===== src/rtl/i2c_slv_pkg.sv =====
package i2c_slv_pkg;

  localparam logic [4:0] ADDR_PREFIX = 5'b00110;

  typedef enum logic [2:0] {
    S_IDLE,
    S_ADDR,
    S_AACK,
    S_WDATA,
    S_DACK,
    S_TX,
    S_MACK,
    S_IGNORE
  } slv_state_t;

  // Address byte accepted: strapped address (either direction) or general call write.
  function automatic logic addr_hit(input logic [7:0] abyte, input logic [1:0] strap);
    return (abyte == 8'h00) || (abyte[7:1] == {ADDR_PREFIX, strap});
  endfunction

endpackage


===== src/rtl/i2c_line_sync.sv =====
module i2c_line_sync #(
  parameter int W      = 2,
  parameter int STAGES = 2
) (
  input  logic         clk,
  input  logic         rst_n,
  input  logic [W-1:0] d,
  output logic [W-1:0] q
);

  for (genvar i = 0; i < W; i++) begin : g_bit
    logic [STAGES-1:0] chain;
    always_ff @(posedge clk or negedge rst_n) begin
      if (!rst_n) chain <= '1;
      else        chain <= {chain[STAGES-2:0], d[i]};
    end
    assign q[i] = chain[STAGES-1];
  end

endmodule


===== src/rtl/i2c_bus_cond.sv =====
module i2c_bus_cond (
  input  logic clk,
  input  logic rst_n,
  input  logic scl_s,
  input  logic sda_s,
  output logic scl_rise,
  output logic scl_fall,
  output logic start_evt,
  output logic stop_evt
);

  logic scl_d, sda_d;

  always_ff @(posedge clk or negedge rst_n) begin
    if (!rst_n) begin
      scl_d <= 1'b1;
      sda_d <= 1'b1;
    end else begin
      scl_d <= scl_s;
      sda_d <= sda_s;
    end
  end

  assign scl_rise  =  scl_s & ~scl_d;
  assign scl_fall  = ~scl_s &  scl_d;
  assign start_evt =  scl_s &  scl_d &  sda_d & ~sda_s;
  assign stop_evt  =  scl_s &  scl_d & ~sda_d &  sda_s;

endmodule


===== src/rtl/i2c_slave_core.sv =====
module i2c_slave_core
  import i2c_slv_pkg::*;
#(
  parameter int AW = 8
) (
  input  logic          clk,
  input  logic          rst_n,
  input  logic          sda_s,
  input  logic          scl_rise,
  input  logic          scl_fall,
  input  logic          start_evt,
  input  logic          stop_evt,
  input  logic [1:0]    strap,
  input  logic [7:0]    reg_rdata,
  output logic [AW-1:0] ptr,
  output logic [7:0]    wdata,
  output logic          we,
  output logic          oe
);

  localparam int BITS = 8;
  localparam int CW   = $clog2(BITS + 1);
  localparam logic [CW-1:0] LAST = CW'(BITS);

  slv_state_t    state;
  logic [CW-1:0] cnt;
  logic [7:0]    rx_sr;
  logic [7:0]    tx_sr;
  logic          rw;
  logic          ptr_pending;
  logic          mack;

  function automatic logic [AW-1:0] ptr_next(input logic [AW-1:0] p);
    return p + AW'(1);
  endfunction

  always_ff @(posedge clk or negedge rst_n) begin
    if (!rst_n) begin
      state       <= S_IDLE;
      cnt         <= '0;
      rx_sr       <= '0;
      tx_sr       <= '0;
      rw          <= 1'b0;
      ptr_pending <= 1'b0;
      mack        <= 1'b0;
      ptr         <= '0;
      wdata       <= '0;
      we          <= 1'b0;
    end else begin
      we <= 1'b0;
      if (we) ptr <= ptr_next(ptr);
      if (start_evt) begin
        state <= S_ADDR;
        cnt   <= '0;
      end else if (stop_evt) begin
        state <= S_IDLE;
      end else begin
        case (state)
          S_ADDR, S_WDATA: begin
            if (scl_rise && cnt != LAST) begin
              rx_sr <= {rx_sr[6:0], sda_s};
              cnt   <= cnt + CW'(1);
            end else if (scl_fall && cnt == LAST) begin
              if (state == S_ADDR) begin
                if (addr_hit(rx_sr, strap)) begin
                  state       <= S_AACK;
                  rw          <= rx_sr[0];
                  ptr_pending <= ~rx_sr[0];
                end else begin
                  state <= S_IGNORE;
                end
              end else begin
                state <= S_DACK;
                if (ptr_pending) begin
                  ptr         <= AW'(rx_sr);
                  ptr_pending <= 1'b0;
                end else begin
                  we    <= 1'b1;
                  wdata <= rx_sr;
                end
              end
            end
          end
          S_AACK: begin
            if (scl_fall) begin
              cnt <= '0;
              if (rw) begin
                tx_sr <= reg_rdata;
                state <= S_TX;
              end else begin
                state <= S_WDATA;
              end
            end
          end
          S_DACK: begin
            if (scl_fall) begin
              cnt   <= '0;
              state <= S_WDATA;
            end
          end
          S_TX: begin
            if (scl_rise) begin
              cnt <= cnt + CW'(1);
            end else if (scl_fall) begin
              if (cnt == LAST) begin
                state <= S_MACK;
                mack  <= 1'b0;
                ptr   <= ptr_next(ptr);
              end else begin
                tx_sr <= {tx_sr[6:0], 1'b0};
              end
            end
          end
          S_MACK: begin
            if (scl_rise) begin
              mack <= ~sda_s;
            end else if (scl_fall) begin
              if (mack) begin
                tx_sr <= reg_rdata;
                cnt   <= '0;
                state <= S_TX;
              end else begin
                state <= S_IGNORE;
              end
            end
          end
          default: ;
        endcase
      end
    end
  end

  always_comb begin
    case (state)
      S_AACK, S_DACK: oe = 1'b1;
      S_TX:           oe = ~tx_sr[7];
      default:        oe = 1'b0;
    endcase
  end

endmodule


===== src/rtl/i2c_reg_slave.sv =====
module i2c_reg_slave #(
  parameter int AW          = 8,
  parameter int SYNC_STAGES = 2
) (
  input  logic          clk,
  input  logic          rst_n,
  input  logic          scl_i,
  input  logic          sda_i,
  output logic          sda_oe,
  input  logic [1:0]    strap_i,
  output logic [AW-1:0] reg_addr,
  output logic [7:0]    reg_wdata,
  output logic          reg_we,
  input  logic [7:0]    reg_rdata
);

  logic [1:0] lines_s;
  logic       scl_s, sda_s;
  logic       scl_rise, scl_fall, start_evt, stop_evt;

  i2c_line_sync #(.W(2), .STAGES(SYNC_STAGES)) u_sync (
    .clk   (clk),
    .rst_n (rst_n),
    .d     ({scl_i, sda_i}),
    .q     (lines_s)
  );

  assign scl_s = lines_s[1];
  assign sda_s = lines_s[0];

  i2c_bus_cond u_cond (
    .clk       (clk),
    .rst_n     (rst_n),
    .scl_s     (scl_s),
    .sda_s     (sda_s),
    .scl_rise  (scl_rise),
    .scl_fall  (scl_fall),
    .start_evt (start_evt),
    .stop_evt  (stop_evt)
  );

  i2c_slave_core #(.AW(AW)) u_core (
    .clk       (clk),
    .rst_n     (rst_n),
    .sda_s     (sda_s),
    .scl_rise  (scl_rise),
    .scl_fall  (scl_fall),
    .start_evt (start_evt),
    .stop_evt  (stop_evt),
    .strap     (strap_i),
    .reg_rdata (reg_rdata),
    .ptr       (reg_addr),
    .wdata     (reg_wdata),
    .we        (reg_we),
    .oe        (sda_oe)
  );

endmodule


===== config.mk =====
export PLATFORM = sky130hd
export DESIGN_NAME = i2c_reg_slave
export DESIGN_NICKNAME = d
export VERILOG_FILES = /design/src/rtl/i2c_slv_pkg.sv /design/src/rtl/i2c_line_sync.sv /design/src/rtl/i2c_bus_cond.sv /design/src/rtl/i2c_slave_core.sv /design/src/rtl/i2c_reg_slave.sv
export SDC_FILE = /design/constraint.sdc
export NUM_CORES = 1
export LEC_CHECK = 0
export BUFFER_PORTS_ARGS = -buffer_cell sky130_fd_sc_hd__buf_2
export CORE_ASPECT_RATIO = 1.5
export CORE_UTILIZATION = 60
export CTS_BUF_LIST = sky130_fd_sc_hd__clkbuf_8
export CTS_CLUSTER_SIZE = 40
export DETAILED_ROUTE_END_ITERATION = 12
export PLACE_DENSITY = 0.83
export SYNTH_ARGS = -nofsm -noshare
export SYNTH_HDL_FRONTEND = slang
export SYNTH_SLANG_ARGS = --single-unit
export TNS_END_PERCENT = 20

===== constraint.sdc =====
create_clock -name clk -period 3.8 [get_ports clk]
set_input_delay 0.57 -clock clk [delete_from_list [all_inputs] [get_ports clk]]
set_output_delay 0.57 -clock clk [all_outputs]
set_load 0.005 [all_outputs]

[Yosys cells after proc, flatten, opt, wreduce, memory -nomap -nowiden]
Cells that the tools add are included.
Widths: inputs -> output; s select.
Operators by class
  bitwise gates (word level): 18
  add/sub/neg operators: 2
  muxes and demuxes: 60
  shifts and indexed selects: 0
  reductions and logical operators: 18
  magnitude comparators: 0
  multiply operators: 0
  div/mod/pow operators: 0
  equal/unequal tests: 36
Operators by type and width (count)
  $mux 8: 18
  $mux 3: 14
  $mux 4: 8
  $ne 4x3->1 const B: 6
  $pmux 8 s3: 1
  $reduce_and 7->1: 3
  $ne 4x4->1 const B: 4
  $pmux 4 s4: 1
  $pmux 8 s2: 1
  $pmux 3 s5: 1
  $ne 2x1->1 const B: 7
  $mux 1: 13
  $ne 3x2->1 const B: 4
  $not 1->1: 11
  $reduce_and 11->1: 1
  $ne 2x2->1 const B: 5
  $reduce_and 10->1: 1
  $eq 3x3->1 const B: 3
  $add 8x1->8 const B: 1
  $logic_not 8->1: 1
  $reduce_and 8->1: 1
  $and 1x1->1: 7
  $eq 7x5->1: 1
  $reduce_bool 7->1: 1
  other kinds (16): 20
Storage, ports and cells
  memories: 0
  input port bits: 14
  bits in latches: 0
  bits in writable memories: 0
  flip-flop bits (word level): 49
  word-level logic and storage cells: 148
  ROM bits: 0

[Logic depth before layout (Yosys ltp)]
  depth after elaboration: 9
  depth in mapped cells: 8
  depth with buffers taken out: 7

[By module]
From an unflattened synthesis, not the netlist that was laid out.
Second synthesis, totals
  cell total of the unflattened synthesis: 293
  area total of the unflattened synthesis: 2874.0 um2
By module, submodules not included
  i2c_slave_core: seq. area each 1076.0 um2, times used 1, cells an instance 281, area each 2668.8 um2
  i2c_line_sync: seq. area each 105.1 um2, times used 1, cells an instance 6, area each 120.1 um2
  i2c_bus_cond: seq. area each 52.6 um2, times used 1, cells an instance 6, area each 85.1 um2

[Worst setup path before layout]
No wires, ideal clock.
  path kind: register to register
  from: register u_core.cnt[0]
  to: register u_core.cnt[0]
  slack: 1.971 ns
  arrival: 1.702 ns
  stages on the path, launching flop included: 8
  clock period less this slack: 1.829 ns
  cells stage by stage: dfrtp_1 -> inv_1 -> ha_1 -> and3b_1 -> nor3_2 -> o221ai_1 -> or2_1 -> mux2_1
Between the ends
  word-level cells in the longest chain between the ends: 5
  elaborated cells on any way between the ends: 10
  those cells by class: 1 x add/sub; 2 x eq/ne; 5 x mux; 2 x reduce/logical
Ends and longest elaborated chain
  start: declaration: line i2c_slave_core.sv:26  | logic [CW-1:0] cnt;
  start signal: assignment: line i2c_slave_core.sv:62  | cnt <= cnt + CW'(1);
  start signal: assignment: line i2c_slave_core.sv:103  | cnt <= cnt + CW'(1);
  $add 4x1->4: line i2c_slave_core.sv:62, i2c_slave_core.sv:103
  $mux 4 (on tied branches): line i2c_slave_core.sv:102, i2c_slave_core.sv:60
  $pmux 4 s4: line i2c_slave_core.sv:58  | case (state)
  $mux 4: line i2c_slave_core.sv:55  | end else if (stop_evt) begin
  $mux 4: line i2c_slave_core.sv:52  | if (start_evt) begin
Parallel ways exist; a longest one is shown, timed or not. The select of a mux whose other input is x is not followed.
A chain may end at the register's enable or synchronous reset.

[Worst setup path after layout]
  from: register u_core.state[2]
  to: register u_core.tx_sr[1]
Between the ends
  word-level cells in the longest chain between the ends: 3
  elaborated cells on any way between the ends: 14
  those cells by class: 11 x eq/ne; 1 x mux; 2 x reduce/logical
Ends and longest elaborated chain
  start: declaration: line i2c_slave_core.sv:25  | slv_state_t state;
  start signal: assignment: line i2c_slave_core.sv:39  | state <= S_IDLE;
  start signal: assignment: line i2c_slave_core.sv:53  | state <= S_ADDR;
  start signal: assignment: line i2c_slave_core.sv:56  | state <= S_IDLE;
  $eq 3x3->1 / $eq 3x2->1 (equally long branches): line i2c_slave_core.sv:58
  $ne 2x2->1 (no line), or another cell as far along
  $reduce_and 11->1 (no line)
  end signal: assignment: line i2c_slave_core.sv:88  | tx_sr <= reg_rdata;
  end signal: assignment: line i2c_slave_core.sv:110  | tx_sr <= {tx_sr[6:0], 1'b0};
  end signal: assignment: line i2c_slave_core.sv:119  | tx_sr <= reg_rdata;
  end: declaration: line i2c_slave_core.sv:28  | logic [7:0] tx_sr;
Parallel ways exist; a longest one is shown, timed or not.

==> reports/results.ini <==
[cells_and_area]
n_antenna_cell=0
finalCoreUtilization_pct=68.3
flow.area_growth_from_synthesis_pct=9.79
final_cell_mix=sky130_fd_sc_hd__dfrtp_1 (43), sky130_fd_sc_hd__buf_2 (31), sky130_fd_sc_hd__nand2_1 (30)
design_area_mm2=0.00288
layout-drive-gt1-share_pct=24.7
layout_commonest_cell=sky130_fd_sc_hd__dfrtp_1
final_net_count=299

[synth]
netlist_area_mm2=0.00262
synth_area_leaders=sky130_fd_sc_hd__dfrtp_1 (41%), sky130_fd_sc_hd__dfstp_2 (6.0%), sky130_fd_sc_hd__mux2_2 (6.0%)
yosys.area.top_type_share_pct=41.1
proportion_of_synthesized_chip_area_in_sequential_cells_pct=47.1
yosys.area.top_type=sky130_fd_sc_hd__dfrtp_1
synthesis.yosys.warnings=0
syn-instance-count=254
postSynth.asyncResetShare_pct=100
syn_nets=271
yosys.cell_types.count=55
avgSynthCellArea_um2=10.3
synthFlopType=sky130_fd_sc_hd__dfrtp_1
synth_enable_flop_cells=0
yosys_register_bits=49

[global_route]
maximum_number_of_pins_on_one_net_before_global_route_repair=50
antenna_found_initial=0
groute.usage.overall_pct=24.7
grt_pass1_wl_mm=9.20
global_route.overflow_total=0
first_global_vias=2006

[clock_network]
post-cts-setup-buffer-count=0
worstSkewPairLatency_ns=0.30
cts_max_level=2
clock_path_buffers=2
post_cts_hold_buffer_count=0
tritoncts_num_sinks=49
cts_made_buffers=5
cts.repair.resized=0
tritoncts_clock_tree=done
clk_pin_slew_worst_paths_ns=0.09
cts_root_buffer=sky130_fd_sc_hd__clkbuf_8

[pwr]
static_leakage_nw=1.33
report.power.total_mw=1.87
cellPowerDensity_mw_per_mm2=650
power.ir.vdd_worst_mv=0.460

[setup_path]
timing.critical_path.arrival_ns=2.64
startpoint_type=flip-flop
endpoint_of_the_most_critical_register_to_register_path=u_core.tx_sr[1]
endpoint=u_core.tx_sr[1]
critPathKind=reg2reg
timing.reg2reg.worst_path_depth=5
r2r-start=u_core.state[2]
critical_path.max_fanout=17
timing.critical_path.from=u_core.state[2]
worstPathRequired_ns=4.02
crit_path_end_kind=flip-flop
r2r_setup_slack_ns=1.38

[floorplanning]
placeable_core_region_mm2=0.00421
rows=29
die_area_mm2=0.00464
die_height_um=82.9
fp.dieW_um=56.0
initial_core_utilization_pct=62.2
pin_count=32

[job]
timing.max_cap.violations=0

[worst_hold_path]
holdCritStartpoint=u_sync.g_bit[1].chain[0]
worstHoldPathType=reg2reg

[timing]
tightest_slew_ns=1.04
min_period_over_period_pct=63.7
timing.slew.headroom_pct=30.5
report.final.slew_viol_count=0
finalClockSkew_ns=0.0105
hold_violations=0
setup_violations=0
unrepaired_setup_endpoints_after_global_routing=false
totalNegativeSetupSlack_ns=0
timing.final.crit_period_ns=2.42
max_freq_mhz=413

[placement]
io_buffer_count=31
place.gp.congestion=0.931
dp_hpwl_mm=3.70
placed_area_mm2=0.00277

[outcome]
run_status=complete, no violations

[detailed_routing]
routed-via-count=2005
ant_nets=0
wirelength_mm=5.20
post_dr_wirelength_cell_um=15.8
drcViolationCount=0
firstDrtPassIters=4
initialDrtViolationCount=93
vias_per_cell=6.09

-- cell usage after synthesis, types with 4 or more instances --
master                     number
sky130_fd_sc_hd__inv_1          9
sky130_fd_sc_hd__dfstp_2        6
sky130_fd_sc_hd__o22ai_1        9
sky130_fd_sc_hd__nor2b_1        7
sky130_fd_sc_hd__a31oi_1        7
sky130_fd_sc_hd__a21oi_1        6
sky130_fd_sc_hd__nor2_1        20
sky130_fd_sc_hd__o21ai_0        9
sky130_fd_sc_hd__mux2_2        14
sky130_fd_sc_hd__nand2_1       30
sky130_fd_sc_hd__nand3_1        8
sky130_fd_sc_hd__nand2b_1       5
sky130_fd_sc_hd__a22oi_1        8
sky130_fd_sc_hd__clkbuf_1       4
sky130_fd_sc_hd__dfrtp_1       43
sky130_fd_sc_hd__xor2_1         7
sky130_fd_sc_hd__o31ai_1        6
sky130_fd_sc_hd__xnor2_1        6
-- cell type report --
cell class                      instances  area, um2
Clock inverter                          3       38.8
Sequential cell                        49       1230
Clock buffer                            5       68.8
Multi-Input combinational cell        186       1290
Fill cell                             321       1330
Inverter                                9       33.8
Timing Repair Buffer                   31        155
Tap cell                               46       57.6
-- power by group --
group | internal, mW | switching [mW]
Sequential | 0.656 | 0.181
Combinational | 0.299 | 0.373
Clock | 0.193 | 0.168
-- cells by family (layout without fill, tap and decap cells) --
logic type	after synthesis	in the layout	synth area share, %
AND/OR/NAND/NOR	89	89	18.2
AO/OA/AOI/OAI	62	62	17.0
adder cells (fa/ha/maj)	3	3	1.43
flip-flops	49	49	47.1
multiplexers	19	19	8.17
XOR/XNOR	13	13	4.35
buffers and inverters	19	48	3.72
-- layer usage --
layer  track usage, %  wire length [um]  up-vias
met4             7.76                72        0
met5                0                 0        -
met2             43.0              2700       45
met3             4.05               145        7
li1                 -                 -      969
met1             31.1              2280      984
-- sequential cells by signal, indices dropped and copies added (netlist names), 3 cells and up --
| signal | count |
|---|---|
| u_core.rx_sr | 8 |
| u_core.tx_sr | 8 |
| u_core.wdata | 8 |
| u_core.state | 3 |
| u_core.cnt | 4 |
| u_core.ptr | 8 |
| u_sync.g_bit.chain | 4 |
-- critical path, stage by stage (launching register included) --
cell	delay, ns
sky130_fd_sc_hd__dfrtp_1	0.63
sky130_fd_sc_hd__and3b_1	0.65
sky130_fd_sc_hd__o211ai_1	0.26
sky130_fd_sc_hd__nor3b_4	0.55
sky130_fd_sc_hd__nor2_1	0.10
sky130_fd_sc_hd__a31oi_2	0.15
-- metrics by stage --
stage / hold WS (ns) / setup slack (ns) / std cells
6_report: 0.358 / 1.38 / 329
5_1_grt: 0.344 / 1.12 / 329
4_1_cts: 0.353 / 1.42 / 329
3_5_place_dp: 0.347 / 1.44 / 321
3_3_place_gp: 0.345 / 1.52 / 321
2_1_floorplan: 0.274 / 1.97 / 254
-- worst min-delay path by stage --
stage | slack [ns] | cells after the start | endpoint
floorplan | 0.27 | 0 | u_core.cnt[0]
detailed placement | 0.35 | 0 | u_sync.g_bit[1].chain[1]
CTS | 0.35 | 1 | u_sync.g_bit[0].chain[0]
finish | 0.36 | 0 | u_sync.g_bit[1].chain[1]
global route | 0.34 | 1 | u_sync.g_bit[0].chain[0]
global placement | 0.35 | 0 | u_sync.g_bit[1].chain[1]
Note: power is estimated with default switching activity, not from simulation.
